==> config.mk <==
export PLATFORM = sky130hd
export DESIGN_NAME = can_ctrl_regs
export DESIGN_NICKNAME = d
export VERILOG_FILES = /design/src/rtl/can_ctrl_pkg.sv /design/src/rtl/can_mode_reg.sv /design/src/rtl/can_cmd_strobe.sv /design/src/rtl/can_status_capture.sv /design/src/rtl/can_irq_ctrl.sv /design/src/rtl/can_ctrl_regs.sv
export SDC_FILE = /design/constraint.sdc
export NUM_CORES = 1
export LEC_CHECK = 0
export BUFFER_PORTS_ARGS = -buffer_cell sky130_fd_sc_hd__buf_2
export CELL_PAD_IN_SITES_DETAIL_PLACEMENT = 0
export CELL_PAD_IN_SITES_GLOBAL_PLACEMENT = 1
export CORE_UTILIZATION = 31
export CTS_CLUSTER_DIAMETER = 150
export DETAILED_ROUTE_END_ITERATION = 12
export PLACE_DENSITY_LB_ADDON = 0.25
export REMOVE_ABC_BUFFERS = 1
export SLEW_MARGIN = 10
export SYNTH_ARGS = -nofsm -noshare
export SYNTH_HDL_FRONTEND = slang
export SYNTH_SLANG_ARGS = --single-unit
==> constraint.sdc <==
create_clock -name clk -period 1.5 [get_ports clk]
set_input_delay 0.15 -clock clk [delete_from_list [all_inputs] [get_ports clk]]
set_output_delay 0.15 -clock clk [all_outputs]
set_load 0.05 [all_outputs]
==> src/rtl/can_ctrl_pkg.sv <==
package can_ctrl_pkg;
  localparam int MODE_W = 5;
  localparam int CMD_W  = 6;
  localparam int EVT_W  = 8;
  localparam int STAT_W = 8;

  // byte offsets seen by software
  localparam logic [7:0] OFS_MODE = 8'h00;
  localparam logic [7:0] OFS_CMD  = 8'h04;
  localparam logic [7:0] OFS_STAT = 8'h08;
  localparam logic [7:0] OFS_FLAG = 8'h0C;
  localparam logic [7:0] OFS_EN   = 8'h10;

  // mode bit positions
  localparam int MB_RST    = 0;
  localparam int MB_LISTEN = 1;
  localparam int MB_LOOP   = 2;
  localparam int MB_SINGLE = 3;
  localparam int MB_SLEEP  = 4;

  // command bit positions
  localparam int CB_TX      = 0;
  localparam int CB_ABORT   = 1;
  localparam int CB_RELEASE = 2;
  localparam int CB_CLR_OVR = 3;
  localparam int CB_SELF_RX = 4;
  localparam int CB_BUSOFF  = 5;

  localparam logic [MODE_W-1:0] MODE_RST_VAL     = 5'h01;
  localparam logic [MODE_W-1:0] MODE_LOCKED_MASK = 5'b11000;
  localparam logic [STAT_W-1:0] STAT_RST_VAL     = 8'h3C;
endpackage

==> src/rtl/can_mode_reg.sv <==
module can_mode_reg
  import can_ctrl_pkg::*;
(
  input  logic              clk,
  input  logic              rst_n,
  input  logic              wr_en,
  input  logic [MODE_W-1:0] wr_data,
  output logic [MODE_W-1:0] mode_q
);
  logic              cfg_open;
  logic [MODE_W-1:0] mode_d;

  // sleep and filter select only move while the controller sits in reset mode
  assign cfg_open = mode_q[MB_RST];

  always_comb begin
    if (cfg_open) mode_d = wr_data;
    else          mode_d = (wr_data & ~MODE_LOCKED_MASK) | (mode_q & MODE_LOCKED_MASK);
  end

  always_ff @(posedge clk) begin
    if (!rst_n)     mode_q <= MODE_RST_VAL;
    else if (wr_en) mode_q <= mode_d;
  end

  // locked bits hold while reset mode is off
  a_r2_locked_bits_hold: assert property (@(posedge clk) disable iff (!rst_n)
    !mode_q[MB_RST] |=> ($stable(mode_q[MB_SLEEP]) && $stable(mode_q[MB_SINGLE])));

  // the register only moves on a write
  a_r3_hold_without_write: assert property (@(posedge clk) disable iff (!rst_n)
    !wr_en |=> $stable(mode_q));
endmodule

==> src/rtl/can_cmd_strobe.sv <==
module can_cmd_strobe
  import can_ctrl_pkg::*;
(
  input  logic             clk,
  input  logic             rst_n,
  input  logic             wr_en,
  input  logic [CMD_W-1:0] wr_data,
  output logic [CMD_W-1:0] pulse_q
);
  always_ff @(posedge clk) begin
    if (!rst_n)     pulse_q <= '0;
    else if (wr_en) pulse_q <= wr_data;
    else            pulse_q <= '0;
  end

  // a strobe only follows a command write
  a_r4_pulse_needs_write: assert property (@(posedge clk) disable iff (!rst_n)
    (|pulse_q) |-> $past(wr_en));
endmodule

==> src/rtl/can_status_capture.sv <==
module can_status_capture
  import can_ctrl_pkg::*;
(
  input  logic              clk,
  input  logic              rst_n,
  input  logic [STAT_W-1:0] core_status,
  output logic [STAT_W-1:0] status_q
);
  always_ff @(posedge clk) begin
    if (!rst_n) status_q <= STAT_RST_VAL;
    else        status_q <= core_status;
  end

  // one register stage behind the core levels
  a_r5_tracks_core: assert property (@(posedge clk) disable iff (!rst_n)
    $past(rst_n) |-> (status_q == $past(core_status)));
endmodule

==> src/rtl/can_irq_ctrl.sv <==
module can_irq_ctrl #(
  parameter int N = 8
) (
  input  logic         clk,
  input  logic         rst_n,
  input  logic [N-1:0] evt,
  input  logic         en_wr,
  input  logic         flag_wr,
  input  logic [N-1:0] wr_data,
  output logic [N-1:0] en_q,
  output logic [N-1:0] flag_q,
  output logic         irq
);
  logic [N-1:0] set_v;
  logic [N-1:0] clr_v;
  logic [N-1:0] flag_d;

  for (genvar i = 0; i < N; i++) begin : g_flag
    assign set_v[i]  = evt[i] & en_q[i];
    assign clr_v[i]  = flag_wr & wr_data[i];
    // a fresh event beats a clear landing in the same cycle
    assign flag_d[i] = set_v[i] | (flag_q[i] & ~clr_v[i]);

    // a flag rises only from an enabled event
    a_r6_set_needs_enable: assert property (@(posedge clk) disable iff (!rst_n)
      $rose(flag_q[i]) |-> $past(evt[i] && en_q[i]));

    // enabled event always leaves the flag set
    a_r8_set_wins: assert property (@(posedge clk) disable iff (!rst_n)
      (evt[i] && en_q[i]) |=> flag_q[i]);

    // a clear without a competing event drops the flag
    a_r7_clear_drops: assert property (@(posedge clk) disable iff (!rst_n)
      (flag_wr && wr_data[i] && !(evt[i] && en_q[i])) |=> !flag_q[i]);
  end

  always_ff @(posedge clk) begin
    if (!rst_n) begin
      en_q   <= '0;
      flag_q <= '0;
    end else begin
      if (en_wr) en_q <= wr_data;
      flag_q <= flag_d;
    end
  end

  assign irq = |flag_q;
endmodule

==> src/rtl/can_ctrl_regs.sv <==
module can_ctrl_regs
  import can_ctrl_pkg::*;
#(
  parameter int ADDR_W = 8,
  parameter int DATA_W = 32
) (
  input  logic              clk,
  input  logic              rst_n,
  input  logic              bus_wr_en,
  input  logic              bus_rd_en,
  input  logic [ADDR_W-1:0] bus_addr,
  input  logic [DATA_W-1:0] bus_wdata,
  output logic [DATA_W-1:0] bus_rdata,
  output logic              bus_rd_valid,
  input  logic [STAT_W-1:0] core_status,
  input  logic [EVT_W-1:0]  core_evt,
  output logic              mode_reset,
  output logic              mode_listen_only,
  output logic              mode_loopback,
  output logic              mode_single_filter,
  output logic              mode_sleep,
  output logic              cmd_tx_req,
  output logic              cmd_abort,
  output logic              cmd_rx_release,
  output logic              cmd_clr_overrun,
  output logic              cmd_self_rx,
  output logic              cmd_bus_off,
  output logic              irq
);
  localparam int WORD_W = ADDR_W - 2;

  function automatic logic word_hit(input logic [ADDR_W-1:0] a, input logic [7:0] ofs);
    logic [ADDR_W-1:0] o;
    o = ADDR_W'(ofs);
    return a[ADDR_W-1:2] == o[ADDR_W-1:2];
  endfunction

  logic hit_mode, hit_cmd, hit_stat, hit_flag, hit_en;
  assign hit_mode = word_hit(bus_addr, OFS_MODE);
  assign hit_cmd  = word_hit(bus_addr, OFS_CMD);
  assign hit_stat = word_hit(bus_addr, OFS_STAT);
  assign hit_flag = word_hit(bus_addr, OFS_FLAG);
  assign hit_en   = word_hit(bus_addr, OFS_EN);

  logic [WORD_W-1:0] unused_word;
  logic              unused_bits;
  assign unused_word = bus_addr[ADDR_W-1:2];
  assign unused_bits = ^{bus_addr[1:0], bus_wdata[DATA_W-1:EVT_W], unused_word};

  logic [MODE_W-1:0] mode_q;
  logic [CMD_W-1:0]  pulse_q;
  logic [STAT_W-1:0] status_q;
  logic [EVT_W-1:0]  en_q;
  logic [EVT_W-1:0]  flag_q;

  can_mode_reg u_mode (
    .clk     (clk),
    .rst_n   (rst_n),
    .wr_en   (bus_wr_en && hit_mode),
    .wr_data (bus_wdata[MODE_W-1:0]),
    .mode_q  (mode_q)
  );

  can_cmd_strobe u_cmd (
    .clk     (clk),
    .rst_n   (rst_n),
    .wr_en   (bus_wr_en && hit_cmd),
    .wr_data (bus_wdata[CMD_W-1:0]),
    .pulse_q (pulse_q)
  );

  can_status_capture u_stat (
    .clk         (clk),
    .rst_n       (rst_n),
    .core_status (core_status),
    .status_q    (status_q)
  );

  can_irq_ctrl #(.N(EVT_W)) u_irq (
    .clk     (clk),
    .rst_n   (rst_n),
    .evt     (core_evt),
    .en_wr   (bus_wr_en && hit_en),
    .flag_wr (bus_wr_en && hit_flag),
    .wr_data (bus_wdata[EVT_W-1:0]),
    .en_q    (en_q),
    .flag_q  (flag_q),
    .irq     (irq)
  );

  // read mux: command word and unmapped words return zero
  logic [DATA_W-1:0] rd_next;
  always_comb begin
    rd_next = '0;
    if (hit_mode)      rd_next[MODE_W-1:0] = mode_q;
    else if (hit_stat) rd_next[STAT_W-1:0] = status_q;
    else if (hit_flag) rd_next[EVT_W-1:0]  = flag_q;
    else if (hit_en)   rd_next[EVT_W-1:0]  = en_q;
  end

  always_ff @(posedge clk) begin
    if (!rst_n) begin
      bus_rdata    <= '0;
      bus_rd_valid <= 1'b0;
    end else begin
      bus_rd_valid <= bus_rd_en;
      if (bus_rd_en) bus_rdata <= rd_next;
    end
  end

  assign mode_reset         = mode_q[MB_RST];
  assign mode_listen_only   = mode_q[MB_LISTEN];
  assign mode_loopback      = mode_q[MB_LOOP];
  assign mode_single_filter = mode_q[MB_SINGLE];
  assign mode_sleep         = mode_q[MB_SLEEP];

  assign cmd_tx_req      = pulse_q[CB_TX];
  assign cmd_abort       = pulse_q[CB_ABORT];
  assign cmd_rx_release  = pulse_q[CB_RELEASE];
  assign cmd_clr_overrun = pulse_q[CB_CLR_OVR];
  assign cmd_self_rx     = pulse_q[CB_SELF_RX];
  assign cmd_bus_off     = pulse_q[CB_BUSOFF];

  // every read is answered in the next cycle
  a_r11_read_latency: assert property (@(posedge clk) disable iff (!rst_n)
    bus_rd_en |=> bus_rd_valid);

  // the command word never reads back
  a_r4_cmd_reads_zero: assert property (@(posedge clk) disable iff (!rst_n)
    (bus_rd_en && hit_cmd) |=> (bus_rdata == '0));
endmodule

* Word level (Yosys, flattened, before mapping)
Index checks and enable logic that the tools add are counted.
** Cells by class
- Equal/unequal tests :: 4
- Muxes and demuxes :: 6
- Bitwise logic cells :: 41
- Reduce and logical (&&, ||, !) cells :: 7
** Operators with widths (count)
- bitwise AND 1 bit :: 24
- two-way mux 8 bit :: 3
- equality test 6 x 2 -> 1 bit, second input constant :: 2
- two-way mux 5 bit :: 2
- inverter 1 bit :: 8
- OR 1 bit :: 8
- OR reduction 8 bit :: 1
- equality test 6 x 1 -> 1 bit, second input constant :: 1
- equality test 6 x 3 -> 1 bit, second input constant :: 1
- zero test 6 bit :: 1
- OR 3 x 5 -> 5 bit :: 1
- logical AND 1 bit :: 4
- two-way mux 3 bit :: 1
- AND reduction 2 bit :: 1
** Word-level totals
- Bits in registers :: 44
- Input port bits :: 60
- Output and inout port bits :: 45
- Logic and storage cells :: 65

* Longest topological paths before layout
Gate-level depths: netlist of the first run.
- Depth after elaboration :: 6
- Depth in mapped cells :: 7
- Depth with buffers taken out :: 4

* By module
From an unflattened synthesis of the first run, not the netlist that was laid out.
** Unflattened totals
- Cell total of the unflattened synthesis :: 213
- Area, all modules :: 2037.0 µm²
** By module, submodules not included
- can_ctrl_regs :: instances 1, cells each 103, area an instance 819.5 µm²
- can_irq_ctrl :: instances 1, cells each 63, area an instance 645.6 µm²
- can_status_capture :: instances 1, cells each 16, area an instance 210.2 µm²
- can_mode_reg :: instances 1, cells each 19, area an instance 203.9 µm²
- can_cmd_strobe :: instances 1, cells each 12, area an instance 157.7 µm²

* Worst setup path before layout of the first run
OpenSTA, ideal clock, no wires.
- Path kind :: input to register
- Start :: in bus_addr[2]
- End :: reg u_mode.mode_q[0]
- Library setup time :: 0.127 ns
- Arrival time :: 1.087 ns
- Required time :: 1.373 ns
- Slack :: 0.286 ns
- Stages :: 7
- Path buffers :: 3
- Cell sequence :: clkbuf_2 nor2_1 buf_2 and3_1 buf_4 mux2i_1 nand2_1
** On the way
- Word-level cells in the longest chain between the ends :: 2
** RTL lines
- start: declaration :: RTL line can_ctrl_regs.sv:11 : input logic [ADDR_W-1:0] bus_addr,
- zero test 6 bit :: RTL line can_ctrl_regs.sv:35 : return a[ADDR_W-1:2] == o[ADDR_W-1:2];
- logical AND 1 bit :: RTL line can_ctrl_regs.sv:59 : .wr_en (bus_wr_en && hit_mode),
- end signal: assignment :: RTL line can_mode_reg.sv:23 : else if (wr_en) mode_q <= mode_d;
- end: declaration :: RTL line can_mode_reg.sv:8 : output logic [MODE_W-1:0] mode_q
No other way between the ends.
A chain may end at the register's enable or synchronous reset.

* Worst setup path after layout of the first run
- Start :: reg u_irq.flag_q[2]
- End :: out irq
** On the way
- Word-level cells in the longest chain between the ends :: 1
** RTL lines
- start: declaration :: RTL line can_irq_ctrl.sv:11 : output logic [N-1:0] flag_q,
- start signal: assignment :: RTL line can_irq_ctrl.sv:43 : flag_q <= flag_d;
- OR reduction 8 bit :: RTL line can_irq_ctrl.sv:47 : assign irq = |flag_q;
- end: declaration :: RTL line can_ctrl_regs.sv:28 : output logic irq
No other way between the ends.

==> results.ini, run 1 <==
[run_status]
outcome=completed

[route]
final_antenna_net_count=0
first_pass_iters=4
drc=0
post_drt_via_cell_ratio=4.621
dr_total_vias=1659
wl_per_cell_um=12.89
drt_wl_total_um=4626
drtIter0Drc=100

[place]
gp_congestion=0.7819
port-buffer-count=54
place_inst=351
place_ws_ns=0.06289
place_hpwl_um=3631

[floorplanning]
ios=105
die-height_um=82.11
die_x_um=82.11
initial_utilization_pct=32.82
design.die.area_mm2=0.006742
coreArea_mm2=0.006061
rows=28

[sta]
rsz0062_at_grt=false
hold_viol=0
fin_setup_tns_ns=0
period_needed_ns=1.359
setup_ws_ns=0.1410
fin_skew_ns=0.005533
slew_violations=0
timing.final.crit_share_pct=90.60
max_freq_ghz=0.7358
setup_viol=0

[final_layout]
drive_above_1_share_pct=26.76
nFillCells=653
regArea_um2=880.8
syn_to_final_growth_pct=20.82
multiInputGateArea_um2=945.9
fin_cells=359
diodes=0
fin_nets=343

[power]
clkPwrFrac_pct=39.1
pwr-share-comb_pct=13.0
leakage_nw=1.065
p_sw_uw=630.6
vdd_drop_max_mv=0.7440
switching_share_pct=25.40
p_per_area_mw_per_mm2=1033
p_seq_share_pct=47.9
p_int_mw=1.852

[worst_setup_path]
slowest_stage=dfxtp_1
cp_top_family=simple AND/OR/NAND/NOR gates
worstPathArrival_ns=1.21
worstSetupStartpointType=register
worstRegToRegCells=4
crit_fanout=3
max_stage_delay_ns=0.33
crit_buf_inv=1
endpoint_kind=output port
path_cells=nor4_1 > nand2_1 > buf_2
cp.depth=3
worst-endpoint-required_ns=1.35
critPathKind=register to output port

[global_routing]
grt_pass1_vias=1469
gr-usage-met1_pct=19.76
grtUsageMet3_pct=4.066
grt_antenna_before_repair=0
grt-ovfl-total=0
grt-busiest-layer=met2
grtUsageMet2_pct=22.98
grt_use_total_pct=14.93
grt_max_degree=24
grt_pass1_wl_um=7272

[clocking]
cts.clk_slew.worst_paths_ns=0.08
cts_resized=0
cts_hold_buf=0
post-cts-setup-buffers=0
clock_latency_ns=0.29
cts_tree=yes
htreeDepth=2
cts_inserted_buffers=5
clock_sinks=44
cts_max_path_buffers=2
cts_root_buffer=clkbuf_8

[yosys]
synthArstFlopShare_pct=0
netlist_area_mm2=0.001989
synth.area.top_cells=dfxtp_1, buf_4, nand2_1, o21ai_0, a311oi_1
yosysUniqueCellTypes=37
yosysTopAreaCellShare_pct=44.28
ys.flop_type=dfxtp_1
syn-instance-count=225
yosysMostFrequentCell=dfxtp_1
synth-seq-cells=44
ys_top_cells_by_count=dfxtp_1, nand2_1, buf_4
synth_edf_count=0
yosysSeqAreaShare_pct=44.28
synth_top_area_cell=dfxtp_1
syn_avg_cell_area_um2=8.842
yosys_warnings=0

[job]
drv_cap=0

[hold_path]
whs_path_depth=2
hold_class=input pin to register

-- cell usage in the layout (no fill, tap or decap), types with 3 or more instances in the layout --
cell type  Yosys  layout
dfxtp_1       44      44
buf_2          3      54
nand2_1       34      34
and2_1        11      11
nand3_1        8       8
nor2_1         4       4
nand2b_1       9       9
a22oi_1        3       3
a22o_1         5       5
clkbuf_8       0       7
a311oi_1       8       8
a21oi_1       10      10
mux2i_1        5       5
buf_4         25      11
nor4_1         3       3
a21boi_0       3       3
o21ai_0       15      15
conb_1         1      24
-- layer usage --
layer  vias up  part of all wire (%)
li1        863                     -
met3         2                   6.8
met1       737                    48
met5         -                     0
met2        57                    44
met4         0                  0.54
-- sequential cells by signal, indices dropped and copies added, names as in the netlist --
name,cells
bus_rdata,8
u_irq.en_q,8
u_irq.flag_q,8
u_cmd.pulse_q,6
bus_rd_valid,1
u_stat.status_q,8
u_mode.mode_q,5
-- worst reg2reg max path, cell delays in order (launching register included) --
cell	delay, ns
dfxtp_1	0.34
or2b_1	0.22
a22o_1	0.20
a222oi_1	0.22
a21oi_1	0.07
-- power by group through the flow --
stage,Combinational [mW],Clock [mW],Sequential (mW)
final,0.322,0.971,1.19
after global routing,0.350,1.05,1.19
after CTS,0.324,1.01,1.19
after detailed placement,0.323,0,1.22
after global placement,0.323,0,1.22
after floorplan,0.192,0,1.23
-- final timing paths --
path | from | to | slack [ns]
max | u_irq.flag_q[2]$_SDFF_PN0_ | irq | 0.14
min | core_status[3] | u_stat.status_q[3]$_SDFF_PN1_ | 0.04
max reg2reg | u_irq.en_q[0]$_SDFFE_PN0P_ | bus_rdata[0]$_SDFFE_PN0P_ | 0.35
min reg2reg | bus_rdata[6]$_SDFFE_PN0P_ | bus_rdata[6]$_SDFFE_PN0P_ | 0.46
-- cell families (layout without fill, tap and decap cells) --
kind of cell | count (synthesis) | in the layout | synth area share (%)
flip-flops | 44 | 44 | 44.28
other | 1 | 24 | 0.1885
AO/OA/AOI/OAI | 53 | 53 | 18.05
AND/OR/NAND/NOR | 84 | 84 | 22.45
buffers and inverters | 38 | 74 | 12.51
multiplexers | 5 | 5 | 2.516
-- through the flow --
stage	instance area (um^2)	power [mW]	hold slack (ns)	utilization, %
6_report	2404	2.482	0.03575	39.66
2_1_floorplan	1831	1.420	0.2119	-
5_1_grt	2404	2.594	0.02447	39.66
3_3_place_gp	2277	1.541	0.3323	37.57
3_5_place_dp	2277	1.540	0.3348	37.57
4_1_cts	2404	2.524	0.02459	39.66
-- layout make-up --
class,instances,share of cell area (%)
tap,75,3.904
clock buffer,7,4.008
inverter,1,0.1562
multi-input combinational,166,39.35
sequential,44,36.65
timing repair buffer,65,14.68
clock inverter,1,1.249
Note: power is estimated with default switching activity, not from simulation.
==> run 2, diff against run 1 <==
--- a/config.mk
+++ b/config.mk
@@ -13,6 +13,7 @@
 export DETAILED_ROUTE_END_ITERATION = 12
 export PLACE_DENSITY_LB_ADDON = 0.25
 export REMOVE_ABC_BUFFERS = 1
+export SETUP_SLACK_MARGIN = 0.2
 export SLEW_MARGIN = 10
 export SYNTH_ARGS = -nofsm -noshare
 export SYNTH_HDL_FRONTEND = slang
==> run 2 against run 1 <==
Clock power is 0.5% higher. First-iteration DRC count is 11% higher. Routed wire length is 1.0% higher. Maximum frequency is 3.2% higher. Sequential share of layout area is 0.36 points lower. Combinational power hardly changed. Utilization is 0.68 points higher. Power is 0.20% higher. Die area stayed put. Highest routed layer unchanged.
==> results.ini, run 2 (synthesis gave the netlist of run 1 again) <==
[floorplanning]
design.die.area_mm2=0.006742
initial_utilization_pct=32.82
ios=105
rows=28
die-height_um=82.11
die_x_um=82.11
coreArea_mm2=0.006061

[worst_setup_path]
crit_fanout=3
worst-endpoint-required_ns=1.35
max_stage_delay_ns=0.36
critPathKind=register to output port
crit_buf_inv=1
path_cells=nor4_4 > nand2_1 > buf_6
worstSetupStartpointType=register
r2r-end=bus_rdata[0]$_SDFFE_PN0P_
endpoint_kind=output port
slowest_stage=dfxtp_1
timing.rr.start=u_irq.en_q[0]$_SDFFE_PN0P_
ff2ff_setup_slack_ns=0.35
cp_top_family=flip-flops
worstPathArrival_ns=1.17
worstRegToRegCells=4

[clocking]
cts_hold_buf=0
cts_tree=yes
cts_inserted_buffers=5
clock_sinks=44
htreeDepth=2
clock_latency_ns=0.29
cts.clk_slew.worst_paths_ns=0.08
cts_max_path_buffers=2
cts_root_buffer=clkbuf_8

[sta]
setup_viol=0
fin_setup_tns_ns=0
period_needed_ns=1.316
rsz0062_at_grt=true
timing.final.crit_share_pct=87.77
holdWs_ns=0.03211
setup_ws_ns=0.1835
hold_viol=0
max_freq_ghz=0.7596
fin_skew_ns=0.006990
slew_violations=0

[hold_path]
whs_path_depth=2
hold_path_end=u_stat.status_q[5]$_SDFF_PN1_
holdCritStartpoint=core_status[5]
hold_class=input pin to register

[route]
post_drt_via_cell_ratio=4.658
final_antenna_net_count=0
drtIter0Drc=111
drt_wl_total_um=4674
first_pass_iters=4
wl_per_cell_um=12.98
drc=0
dr_total_vias=1677

[global_routing]
grt_pass1_vias=1472
grt_use_total_pct=14.91
grt_antenna_before_repair=0
grt_pass1_wl_um=7258
grt_max_degree=24
grt-ovfl-total=0

[power]
p_per_area_mw_per_mm2=1017
leakage_nw=1.082
vdd_drop_max_mv=0.7438

[final_layout]
drive_above_1_share_pct=28.77
fin_nets=344
layout_commonest_cell=buf_2
syn_to_final_growth_pct=22.89
layout_common_cells=buf_2, dfxtp_1, nand2_1, conb_1, o21ai_0
final_util_pct=40.34
diodes=0

[place]
gp_congestion=0.7819
place_hpwl_um=3631
port-buffer-count=54
place_ws_ns=0.06289

[run_status]
outcome=completed

[job]
drv_cap=0

-- run 2: power breakdown --
part           switching, mW  internal (mW)
Sequential           0.00590           1.18
Clock                  0.388          0.588
Combinational          0.242         0.0819
-- run 2: final cells by class --
class,count,area (um^2)
tap,75,93.84
clock buffer,7,96.34
sequential,44,887.1
inverter,1,3.754
fill,652,3616
multi-input combinational,166,967.2
clock inverter,1,30.03
timing repair buffer,66,366.6
-- run 2: timing repair --
item | 4_1_cts | 5_1_grt
setup endpoints to repair | 1 | 1
gates resized for setup | 5 | 4
pin swaps | 3 | 2
gates cloned | 0 | 0
setup buffers | 1 | 0
-- run 2: metal layers --
metal / track usage, % / routed length, um / vias up
li1: - / - / 865
met1: 19.62 / 2229 / 741
met2: 23.06 / 2043 / 63
met3: 4.066 / 330 / 8
met4: 5.789 / 70 / 0
met5: 0 / 0 / -
-- run 2: worst register-to-register path, stage by stage, from the launching register on --
cell	delay, ns
dfxtp_1	0.34
or2b_1	0.22
a22o_1	0.20
a222oi_1	0.22
a21oi_1	0.07
-- run 2: worst max path at each step --
| stage | start | end | slack (ns) | depth (start not counted) |
|---|---|---|---|---|
| floorplan | bus_addr[3] | u_irq.en_q[0]$_SDFFE_PN0P_ | 0.15 | 4 |
| global placement | bus_addr[4] | u_mode.mode_q[0]$_SDFFE_PN1P_ | 0.1 | 6 |
| detailed placement | bus_addr[4] | u_mode.mode_q[0]$_SDFFE_PN1P_ | 0.06 | 6 |
| CTS | u_irq.flag_q[7]$_SDFF_PN0_ | irq | 0.16 | 3 |
| global route | u_irq.flag_q[6]$_SDFF_PN0_ | irq | 0.11 | 3 |
| finish | u_irq.flag_q[5]$_SDFF_PN0_ | irq | 0.18 | 3 |
-- run 2: per-stage QoR --
stage               instance area [um^2]  power (mW)  cells
floorplan                           1831       1.420    211
global placement                    2277       1.541    351
detailed placement                  2277       1.540    351
CTS                                 2426       2.525    360
global route                        2445       2.594    360
finish                              2445       2.487    360
